==> config.mk <==
export PLATFORM = sky130hd
export DESIGN_NAME = framing_byte_gen
export DESIGN_NICKNAME = d
export VERILOG_FILES = /design/src/rtl/fbg_pkg.sv /design/src/rtl/fbg_slot_decode.sv /design/src/rtl/fbg_chan_ctl.sv /design/src/rtl/fbg_delay.sv /design/src/rtl/framing_byte_gen.sv
export SDC_FILE = /design/constraint.sdc
export NUM_CORES = 1
export LEC_CHECK = 0
export BUFFER_PORTS_ARGS = -buffer_cell sky130_fd_sc_hd__buf_2
export CAP_MARGIN = 20
export CELL_PAD_IN_SITES_DETAIL_PLACEMENT = 1
export CELL_PAD_IN_SITES_GLOBAL_PLACEMENT = 2
export CORE_UTILIZATION = 42
export CTS_BUF_LIST = sky130_fd_sc_hd__clkbuf_2
export CTS_CLUSTER_SIZE = 20
export DETAILED_ROUTE_END_ITERATION = 8
export GPL_TIMING_DRIVEN = 0
export PLACE_DENSITY_LB_ADDON = 0.1
export SETUP_SLACK_MARGIN = 0.5
export SYNTH_ARGS = -nofsm -noshare
export SYNTH_HDL_FRONTEND = slang
export SYNTH_SLANG_ARGS = --single-unit
==> constraint.sdc <==
create_clock -name clk -period 2.7 [get_ports clk]
set_clock_uncertainty 0.1 [all_clocks]
set_input_delay 0.135 -clock clk [delete_from_list [all_inputs] [get_ports clk]]
set_output_delay 0.135 -clock clk [all_outputs]
set_load 0.05 [all_outputs]
==> src/rtl/fbg_pkg.sv <==
// Shared constants and types for the framing byte generator.
package fbg_pkg;
    localparam logic [7:0] A1_NORMAL = 8'hF6;
    localparam logic [7:0] A2_NORMAL = 8'h28;

    // Role of a byte slot within the framing region.
    typedef enum logic [2:0] {
        SK_NONE,
        SK_A1,
        SK_A1_LAST,
        SK_A2_FIRST,
        SK_A2
    } slot_kind_e;
endpackage

==> src/rtl/fbg_slot_decode.sv <==
// Classifies the incoming slot index into a framing role and registers it.
// Assumes slots 0..NUM_STS-1 are A1 and NUM_STS..2*NUM_STS-1 are A2.
module fbg_slot_decode
    import fbg_pkg::*;
#(
    parameter int NUM_STS = 12,
    parameter int SLOT_W  = 14
) (
    input  logic              clk,
    input  logic              rst_n,
    input  logic [SLOT_W-1:0] slot_pos,
    output slot_kind_e        kind_q
);
    localparam logic [SLOT_W-1:0] A1_LAST_POS = SLOT_W'(NUM_STS - 1);
    localparam logic [SLOT_W-1:0] A2_BASE     = SLOT_W'(NUM_STS);
    localparam logic [SLOT_W-1:0] A2_END      = SLOT_W'(2 * NUM_STS);

    slot_kind_e kind_d;

    // Map the slot index onto its framing role.
    always_comb begin
        if (slot_pos == A1_LAST_POS)      kind_d = SK_A1_LAST;
        else if (slot_pos < A1_LAST_POS)  kind_d = SK_A1;
        else if (slot_pos == A2_BASE)     kind_d = SK_A2_FIRST;
        else if (slot_pos < A2_END)       kind_d = SK_A2;
        else                              kind_d = SK_NONE;
    end

    // Register the role for the byte stage.
    always_ff @(posedge clk) begin
        if (!rst_n) kind_q <= SK_NONE;
        else        kind_q <= kind_d;
    end
endmodule

==> src/rtl/fbg_chan_ctl.sv <==
// Per-channel corruption control. A rising enable arms a burst and captures
// the shared count. Each frame pulse while armed marks that frame as
// corrupted and consumes one count. Count 0 means the burst is endless.
// Assumes frame_pulse is a single-cycle pulse.
module fbg_chan_ctl #(
    parameter int COUNT_W = 8
) (
    input  logic               clk,
    input  logic               rst_n,
    input  logic               frame_pulse,
    input  logic               ch_en,
    input  logic [COUNT_W-1:0] cfg_count,
    output logic               corrupt_frame,
    output logic               armed,
    output logic               endless,
    output logic [COUNT_W-1:0] remain
);
    logic en_q;
    logic en_rise;

    // Previous enable value for edge detection. It tracks during reset, so an
    // enable held high through reset produces no rising edge.
    always_ff @(posedge clk) begin
        en_q <= ch_en;
    end

    assign en_rise = ch_en & ~en_q;

    // Arm, count down and latch the per-frame corruption decision.
    always_ff @(posedge clk) begin
        if (!rst_n) begin
            armed         <= 1'b0;
            endless       <= 1'b0;
            remain        <= '0;
            corrupt_frame <= 1'b0;
        end else begin
            if (frame_pulse) corrupt_frame <= armed & ch_en;
            if (!ch_en) begin
                armed <= 1'b0;
            end else if (en_rise) begin
                armed   <= 1'b1;
                remain  <= cfg_count;
                endless <= (cfg_count == '0);
            end else if (frame_pulse && armed && !endless) begin
                remain <= remain - COUNT_W'(1);
                if (remain == COUNT_W'(1)) armed <= 1'b0;
            end
        end
    end
endmodule

==> src/rtl/fbg_delay.sv <==
// Fixed-depth register delay line with synchronous reset to zero.
// A DEPTH of 0 passes the input straight through.
module fbg_delay #(
    parameter int WIDTH = 9,
    parameter int DEPTH = 5
) (
    input  logic             clk,
    input  logic             rst_n,
    input  logic [WIDTH-1:0] din,
    output logic [WIDTH-1:0] dout
);
    generate
        if (DEPTH == 0) begin : g_pass
            assign dout = din;
        end else begin : g_regs
            logic [WIDTH-1:0] pipe [DEPTH];

            // Shift the data one stage per clock.
            always_ff @(posedge clk) begin
                if (!rst_n) begin
                    for (int i = 0; i < DEPTH; i++) pipe[i] <= '0;
                end else begin
                    pipe[0] <= din;
                    for (int i = 1; i < DEPTH; i++) pipe[i] <= pipe[i-1];
                end
            end

            assign dout = pipe[DEPTH-1];
        end
    endgenerate
endmodule

==> src/rtl/framing_byte_gen.sv <==
// Multi-channel STS framing byte generator with test corruption.
// The output for a slot sampled at edge n appears after edge n+OUT_LAT.
// Assumes slot_pos advances by one each cycle and frame_pulse coincides
// with slot 0. ins_dis and cfg_a1/cfg_a2 are read at the byte stage.
module framing_byte_gen
    import fbg_pkg::*;
#(
    parameter int NUM_CH  = 4,
    parameter int NUM_STS = 12,
    parameter int SLOT_W  = 14,
    parameter int COUNT_W = 8,
    parameter int OUT_LAT = 6
) (
    input  logic                  clk,
    input  logic                  rst_n,
    input  logic                  frame_pulse,
    input  logic [SLOT_W-1:0]     slot_pos,
    input  logic                  ins_dis,
    input  logic [7:0]            cfg_a1,
    input  logic [7:0]            cfg_a2,
    input  logic [COUNT_W-1:0]    cfg_count,
    input  logic [NUM_CH-1:0]     ch_en,
    output logic [NUM_CH*8-1:0]   ch_byte,
    output logic [NUM_CH-1:0]     ch_ovr
);
    localparam int TAIL = (OUT_LAT > 1) ? OUT_LAT - 1 : 0;

    slot_kind_e                 kind_q;
    logic [NUM_CH-1:0]          armed_v;
    logic [NUM_CH-1:0]          endless_v;
    logic [NUM_CH*COUNT_W-1:0]  remain_v;

    fbg_slot_decode #(
        .NUM_STS (NUM_STS),
        .SLOT_W  (SLOT_W)
    ) u_decode (
        .clk      (clk),
        .rst_n    (rst_n),
        .slot_pos (slot_pos),
        .kind_q   (kind_q)
    );

    generate
        for (genvar c = 0; c < NUM_CH; c++) begin : g_ch
            logic       corrupt_frame;
            logic [7:0] nxt_byte;
            logic       nxt_ovr;
            logic [7:0] byte_s;
            logic       ovr_s;
            logic [8:0] tail_out;

            fbg_chan_ctl #(
                .COUNT_W (COUNT_W)
            ) u_ctl (
                .clk           (clk),
                .rst_n         (rst_n),
                .frame_pulse   (frame_pulse),
                .ch_en         (ch_en[c]),
                .cfg_count     (cfg_count),
                .corrupt_frame (corrupt_frame),
                .armed         (armed_v[c]),
                .endless       (endless_v[c]),
                .remain        (remain_v[c*COUNT_W +: COUNT_W])
            );

            // Choose the framing byte for the current slot role.
            always_comb begin
                nxt_byte = 8'h00;
                nxt_ovr  = 1'b0;
                if (!ins_dis) begin
                    unique case (kind_q)
                        SK_A1:       begin nxt_byte = A1_NORMAL; nxt_ovr = 1'b1; end
                        SK_A1_LAST:  begin nxt_byte = corrupt_frame ? cfg_a1 : A1_NORMAL; nxt_ovr = 1'b1; end
                        SK_A2_FIRST: begin nxt_byte = corrupt_frame ? cfg_a2 : A2_NORMAL; nxt_ovr = 1'b1; end
                        SK_A2:       begin nxt_byte = A2_NORMAL; nxt_ovr = 1'b1; end
                        default:     begin nxt_byte = 8'h00; nxt_ovr = 1'b0; end
                    endcase
                end
            end

            // Byte stage register.
            always_ff @(posedge clk) begin
                if (!rst_n) begin
                    byte_s <= 8'h00;
                    ovr_s  <= 1'b0;
                end else begin
                    byte_s <= nxt_byte;
                    ovr_s  <= nxt_ovr;
                end
            end

            fbg_delay #(
                .WIDTH (9),
                .DEPTH (TAIL)
            ) u_tail (
                .clk   (clk),
                .rst_n (rst_n),
                .din   ({ovr_s, byte_s}),
                .dout  (tail_out)
            );

            assign ch_ovr[c]          = tail_out[8];
            assign ch_byte[c*8 +: 8]  = tail_out[7:0];
        end
    endgenerate
endmodule

==> results of run 1 <==
==> worst max-delay path by stage <==
stage                                 from  slack (ns)                      end  depth (start not counted)
4_1_cts                 g_ch[2].u_ctl.en_q        0.58  g_ch[2].u_ctl.remain[3]                          6
2_1_floorplan      g_ch[1].u_ctl.remain[0]        0.87  g_ch[1].u_ctl.remain[6]                          6
3_5_place_dp                         rst_n        0.42  g_ch[0].u_ctl.remain[4]                          5
5_1_grt        g_ch[1].u_ctl.corrupt_frame        0.53        g_ch[1].byte_s[3]                          5
3_3_place_gp                         rst_n        0.40  g_ch[1].u_ctl.remain[6]                          4
6_report                u_decode.kind_q[1]        0.67        g_ch[3].byte_s[0]                          4
==> repair_timing <==
| item | 4_1_cts | 5_1_grt |
|---|---|---|
| hold endpoints to repair | 84 | 1 |
| setup endpoints to repair | 0 | 1 |
| hold buffers | 55 | 2 |
| resized for setup | 0 | 3 |
==> cells by family after synthesis <==
kind of cell,synth area share [%]
compound gates,12.7
fa+ha+maj,1.13
buf+inv,5.98
flops,56.4
mux,0.227
simple gates,23.6
==> cell type report <==
class | count | area share [%]
antenna | 1 | 0.0235
buffer | 89 | 4.43
clock buffer | 86 | 4.04
clock inverter | 19 | 0.833
inverter | 15 | 0.528
multi-input combinational | 545 | 31.1
sequential | 249 | 46.7
tap | 270 | 3.17
timing repair buffer | 137 | 9.10
==> through the flow <==
stage	total power [uW]	instance area, um^2	cells	hold WS [ns]
final	6590	10700	1411	0.0370
after global routing	7020	10700	1411	0.0118
after CTS	6720	10600	1408	0.00908
after detailed placement	4320	9570	1248	0.235
after global placement	4320	9570	1248	0.229
after floorplan	4150	8830	898	0.0627
==> cells in the mapped netlist (all sizes together) (3+ instances only) <==
cell	count
dfxtp	249
a31o	6
a21o	5
a22o	4
nand3	10
or4	7
o211ai	4
a21oi	66
o21a	4
and2	170
nor2b	10
clkbuf	49
nor3	12
inv	15
nor2	19
nor3b	3
o32ai	7
nor4	5
o21ai	26
a311oi	6
buf	40
nand2b	34
o31ai	7
and3b	3
ha	8
or3	9
nand3b	4
a211oi	27
a31oi	4
nand2	62
==> placed cells by master, fill, tap and decap left out, types with 24 or more instances in the layout <==
cell type / count
clkbuf_2: 87
a21oi_1: 66
nand2b_1: 34
o21ai_0: 24
buf_2: 82
and2_1: 170
dfxtp_1: 248
clkbuf_1: 48
buf_4: 36
a211oi_1: 27
nand2_1: 62
dlygate4sd3_1: 57
==> layer usage <==
metal	vias to the layer above	routed length (um)	track usage [%]
li1	3422	-	-
met1	3315	9400	25.0
met2	130	9810	32.3
met3	35	1020	4.44
met4	0	376	7.16
met5	-	0	0
==> state kept, by name (all words and copies together) (netlist names) <==
name                      cells
g_ch.u_tail.g_regs.pipe     165
g_ch.u_ctl.endless            4
g_ch.u_ctl.armed              4
u_decode.kind_q               3
g_ch.u_ctl.remain            32
g_ch.byte_s                  32
g_ch.u_ctl.corrupt_frame      4
g_ch.ovr_s                    1
g_ch.u_ctl.en_q               4
==> critical path, cell delays in order (launching register included) <==
cell,delay [ns]
dfxtp_1,0.46
nor2_1,0.10
or3_1,0.42
nor3b_1,0.64
and2_1,0.23
==> power by group <==
group	total (uW)	internal [uW]	switching (uW)
Clock	2290	868	1420
Combinational	532	242	290
Sequential	3770	3720	54.6
Total	6590	4830	1770
==> flow_summary.json, run 1 <==
{
  "register_area_um2": 4990,
  "vdd_drop_max_mv": 0.287,
  "r2r_start": "u_decode.kind_q[1]",
  "timing.rr.end": "g_ch[3].byte_s[0]",
  "slew_violations": 0,
  "crit_type": "reg2reg",
  "layout_min_cycle_time_ns": 2.03,
  "synth_cell_types": 55,
  "cts_tree": "yes",
  "ys_ff_latch": 249,
  "grt_use_total_pct": 19.6,
  "syn_nets": 952,
  "cp-end-kind": "register",
  "cts-root-buf": "clkbuf_2",
  "preCtsSetupSlack_ns": 0.415,
  "drtAntennaViolNets": 0,
  "drtIter0Drc": 213,
  "die_w_um": 147,
  "path_clk_slew_ns": 0.10,
  "rrSetupSlack_ns": 0.67,
  "grt_max_degree": 19,
  "antenna_found_initial": 1,
  "setup_viol": 0,
  "synthFlopType": "dfxtp_1",
  "reg2reg_depth": 4,
  "final_util_pct": 52.2,
  "cts.sinks": 249,
  "drt_wl_total_mm": 20.6,
  "hold_class": "in2reg",
  "initial_core_util_pct": 43.2,
  "maxCapViolCount": 0,
  "layout_setup_ws_ns": 0.671,
  "worst_slew_pin_slew_ns": 0.813,
  "firstDrtPassIters": 4,
  "whs_path_depth": 5,
  "critPathArrivalTime_ns": 2.67,
  "cts_buffer_depth": 3,
  "synth_area_leaders": "dfxtp_1 (56%), and2_1 (12%), a21oi_1 (3.7%)",
  "min_period_over_period_pct": 75.1,
  "finalSetupTns_ns": 0,
  "critPathRequiredTime_ns": 3.34,
  "syn_avg_cell_area_um2": 9.84,
  "n_fill_cell": 2408,
  "synthArstFlopShare_pct": 0,
  "synth_edf_count": 0,
  "startpoint_type": "register",
  "drt-wirelength-per-cell_um": 14.6,
  "io_buffers": 80,
  "yosys.area.top_type": "dfxtp_1",
  "drive_above_1_share_pct": 19.6,
  "status": "finished clean",
  "hpwlAfterDp_mm": 13.4,
  "crit_path_max_fanout": 7,
  "power.density_nw_per_um2": 618,
  "rows": 52,
  "cts_setup_buffers": 0,
  "vias": 6902,
  "synthCells": 898,
  "multiInputGateArea_um2": 3320,
  "gp_congestion": 0.782,
  "holdPathEnd": "g_ch[0].u_ctl.remain[7]",
  "clk_latency_ns": 0.87,
  "fp.dieArea_um2": 21600,
  "area_delta_synth_final_pct": 20.8,
  "yosysWarnings": 0,
  "die_height_um": 147,
  "p_leak_uw": 0.00442,
  "nNetsFinal": 1152,
  "grt_pass1_vias": 6826,
  "finalHoldViolCount": 0,
  "core_um2": 20400,
  "drc": 0,
  "gr-total-overflow": 0,
  "hold_path.startpoint": "rst_n",
  "relSlewSlack_pct": 45.4,
  "cts_made_buffers": 61,
  "synth.top_cell.area_share_pct": 56.4,
  "h-tree-depth": 2,
  "ios": 82,
  "ys_seq_area_share_pct": 56.4,
  "fmax_mhz": 493,
  "rsz0062_at_grt": "no",
  "grt_pass1_wl_mm": 33.9,
  "via_per_inst": 4.89,
  "syn_area_um2": 8830
}
Power figures use the tool's default switching activity.
==> run 2, diff against run 1 <==
CORE_UTILIZATION = 39   (was 42)
clock period = 2.1 ns   (was 2.7 ns; I/O delays follow)
==> run 2 against run 1 <==
  * Cell area grew 11%
  * Routed wire length grew 10%
  * Sequential cell count is the same
  * Critical path type unchanged
==> flow_summary.json, run 2 (synthesized netlist as in run 1, its figures left out) <==
{
  "rows": 54,
  "rrSetupSlack_ns": 0.24,
  "vias": 7001,
  "io_buffers": 80,
  "timing.rr.end": "g_ch[1].u_ctl.remain[6]",
  "fmax_mhz": 537,
  "p_sw_share_pct": 26.7,
  "drt-wirelength-per-cell_um": 15.7,
  "n_fill_cell": 2450,
  "relSlewSlack_pct": 51.7,
  "cts_tree": "yes",
  "final_util_pct": 53.6,
  "final_cells": 1444,
  "cts.sinks": 249,
  "holdWs_ns": 0.0954,
  "path_clk_slew_ns": 0.10,
  "rsz0062_at_grt": "yes",
  "via_per_inst": 4.85,
  "reg_top3": "g_ch.u_tail.g_regs.pipe x165, g_ch.byte_s x32, g_ch.u_ctl.remain x32",
  "reg2reg_depth": 6,
  "clk_latency_ns": 0.78,
  "cts_made_buffers": 66,
  "maxCapViolCount": 0,
  "finalHoldViolCount": 0,
  "hold_path.startpoint": "slot_pos[8]",
  "drc": 0,
  "crit_type": "reg2reg",
  "antenna_found_initial": 2,
  "startpoint_type": "register",
  "largest_register_ffs": 165,
  "nNetsFinal": 1180,
  "gr-total-overflow": 0,
  "final_common_cell": "dfxtp_1",
  "drtAntennaViolNets": 0,
  "core_um2": 22000,
  "r2r_start": "g_ch[1].u_ctl.remain[0]",
  "cts_buffer_depth": 3,
  "drtIter0Drc": 231,
  "switchingPower_uw": 2370,
  "grt_pass1_vias": 7330,
  "fp.dieArea_um2": 23300,
  "die_w_um": 153,
  "worst_slew_pin_slew_ns": 0.725,
  "cts-root-buf": "clkbuf_2",
  "status": "finished clean",
  "critPathArrivalTime_ns": 2.40,
  "layout_min_cycle_time_ns": 1.86,
  "drt_wl_total_mm": 22.7,
  "h-tree-depth": 3,
  "critPathRequiredTime_ns": 2.64,
  "grt_pass1_wl_mm": 36.2,
  "p_comb_share_pct": 9.8,
  "die_height_um": 153,
  "area_delta_synth_final_pct": 33.6,
  "whs_path_depth": 5,
  "crit_path_max_fanout": 4,
  "p_leak_uw": 0.00481,
  "initial_core_util_pct": 40.1,
  "gp_congestion": 0.781,
  "cp-end-kind": "register",
  "hold_class": "in2reg",
  "holdPathEnd": "u_decode.kind_q[1]",
  "slew_violations": 0,
  "dp.cells": 1258,
  "grt_use_total_pct": 19.7,
  "clockPowerShare_pct": 35.6,
  "drive_above_1_share_pct": 31.5,
  "ios": 82,
  "p_int_uw": 6510,
  "vdd_drop_max_mv": 0.429,
  "firstDrtPassIters": 6,
  "min_period_over_period_pct": 88.6,
  "hpwlAfterDp_mm": 13.8,
  "layout_common_cells": "dfxtp_1 (208), and2_1 (169), clkbuf_2 (108), a21oi_1 (63), nand2_1 (61)",
  "grt_max_degree": 11,
  "finalSetupTns_ns": 0,
  "power.density_nw_per_um2": 752,
  "setup_viol": 0,
  "top_register": "g_ch.u_tail.g_regs.pipe",
  "p_seq_share_pct": 54.6
}
==> run 2: worst max path at each step <==
stage                             from                 endpoint  slack, ns
2_1_floorplan  g_ch[1].u_ctl.remain[1]  g_ch[1].u_ctl.remain[6]       0.35
3_3_place_gp                     rst_n  g_ch[1].u_ctl.remain[6]      -0.20
3_5_place_dp                     rst_n  g_ch[0].u_ctl.remain[4]      -0.21
4_1_cts        g_ch[1].u_ctl.remain[0]  g_ch[1].u_ctl.remain[6]       0.23
5_1_grt        g_ch[1].u_ctl.remain[0]  g_ch[1].u_ctl.remain[6]       0.22
6_report       g_ch[1].u_ctl.remain[0]  g_ch[1].u_ctl.remain[6]       0.24
==> run 2: power by group through the flow <==
stage / combinational (uW) / sequential [uW] / clock (uW)
final: 869 / 4850 / 3160
after global routing: 957 / 4860 / 3580
after CTS: 790 / 4850 / 3330
after detailed placement: 626 / 4960 / 0
after global placement: 617 / 4960 / 0
after floorplan: 420 / 4940 / 0
==> run 2: metal layers <==
layer,vias to the layer above,global-route usage (%),part of all wire (%)
met3,36,4.95,3.6
met4,2,7.50,1.7
li1,3471,-,-
met1,3362,23.9,45
met5,-,0,0.057
met2,130,33.4,49
==> run 2: final cells by class <==
cell class | count | area, um^2 | area share (%)
diodes | 1 | 2.50 | 0.0212
plain buffers | 89 | 657 | 5.57
clock buffers | 93 | 465 | 3.95
clock inverters | 12 | 85.1 | 0.721
inverters | 15 | 58.8 | 0.498
multi-input cells | 545 | 3610 | 30.6
flip-flops and latches | 249 | 5060 | 42.9
well taps | 280 | 350 | 2.97
repair buffers | 160 | 1510 | 12.8
==> run 2: worst max-delay path, cell delays in order (launching register included) <==
cell,delay [ns]
dfxtp_2,0.35
inv_2,0.08
ha_4,0.13
or4b_1,0.44
or2_1,0.24
o22a_1,0.16
o221a_2,0.22
==> run 2: what timing repair did <==
item,in CTS,in global routing
pin swaps,16,9
buffers inserted,13,9
hold endpoints to repair,84,3
hold buffers,55,4
resized for setup,169,115
endpoints found under the setup margin,103,90
==> run 2: per-stage QoR <==
step | instance area [um^2] | worst slack (ns) | total power (uW)
3_5_place_dp | 9630 | -0.214 | 5590
6_report | 11800 | 0.239 | 8880
4_1_cts | 11300 | 0.232 | 8960
3_3_place_gp | 9630 | -0.203 | 5580
2_1_floorplan | 8880 | 0.348 | 5360
5_1_grt | 11800 | 0.216 | 9400
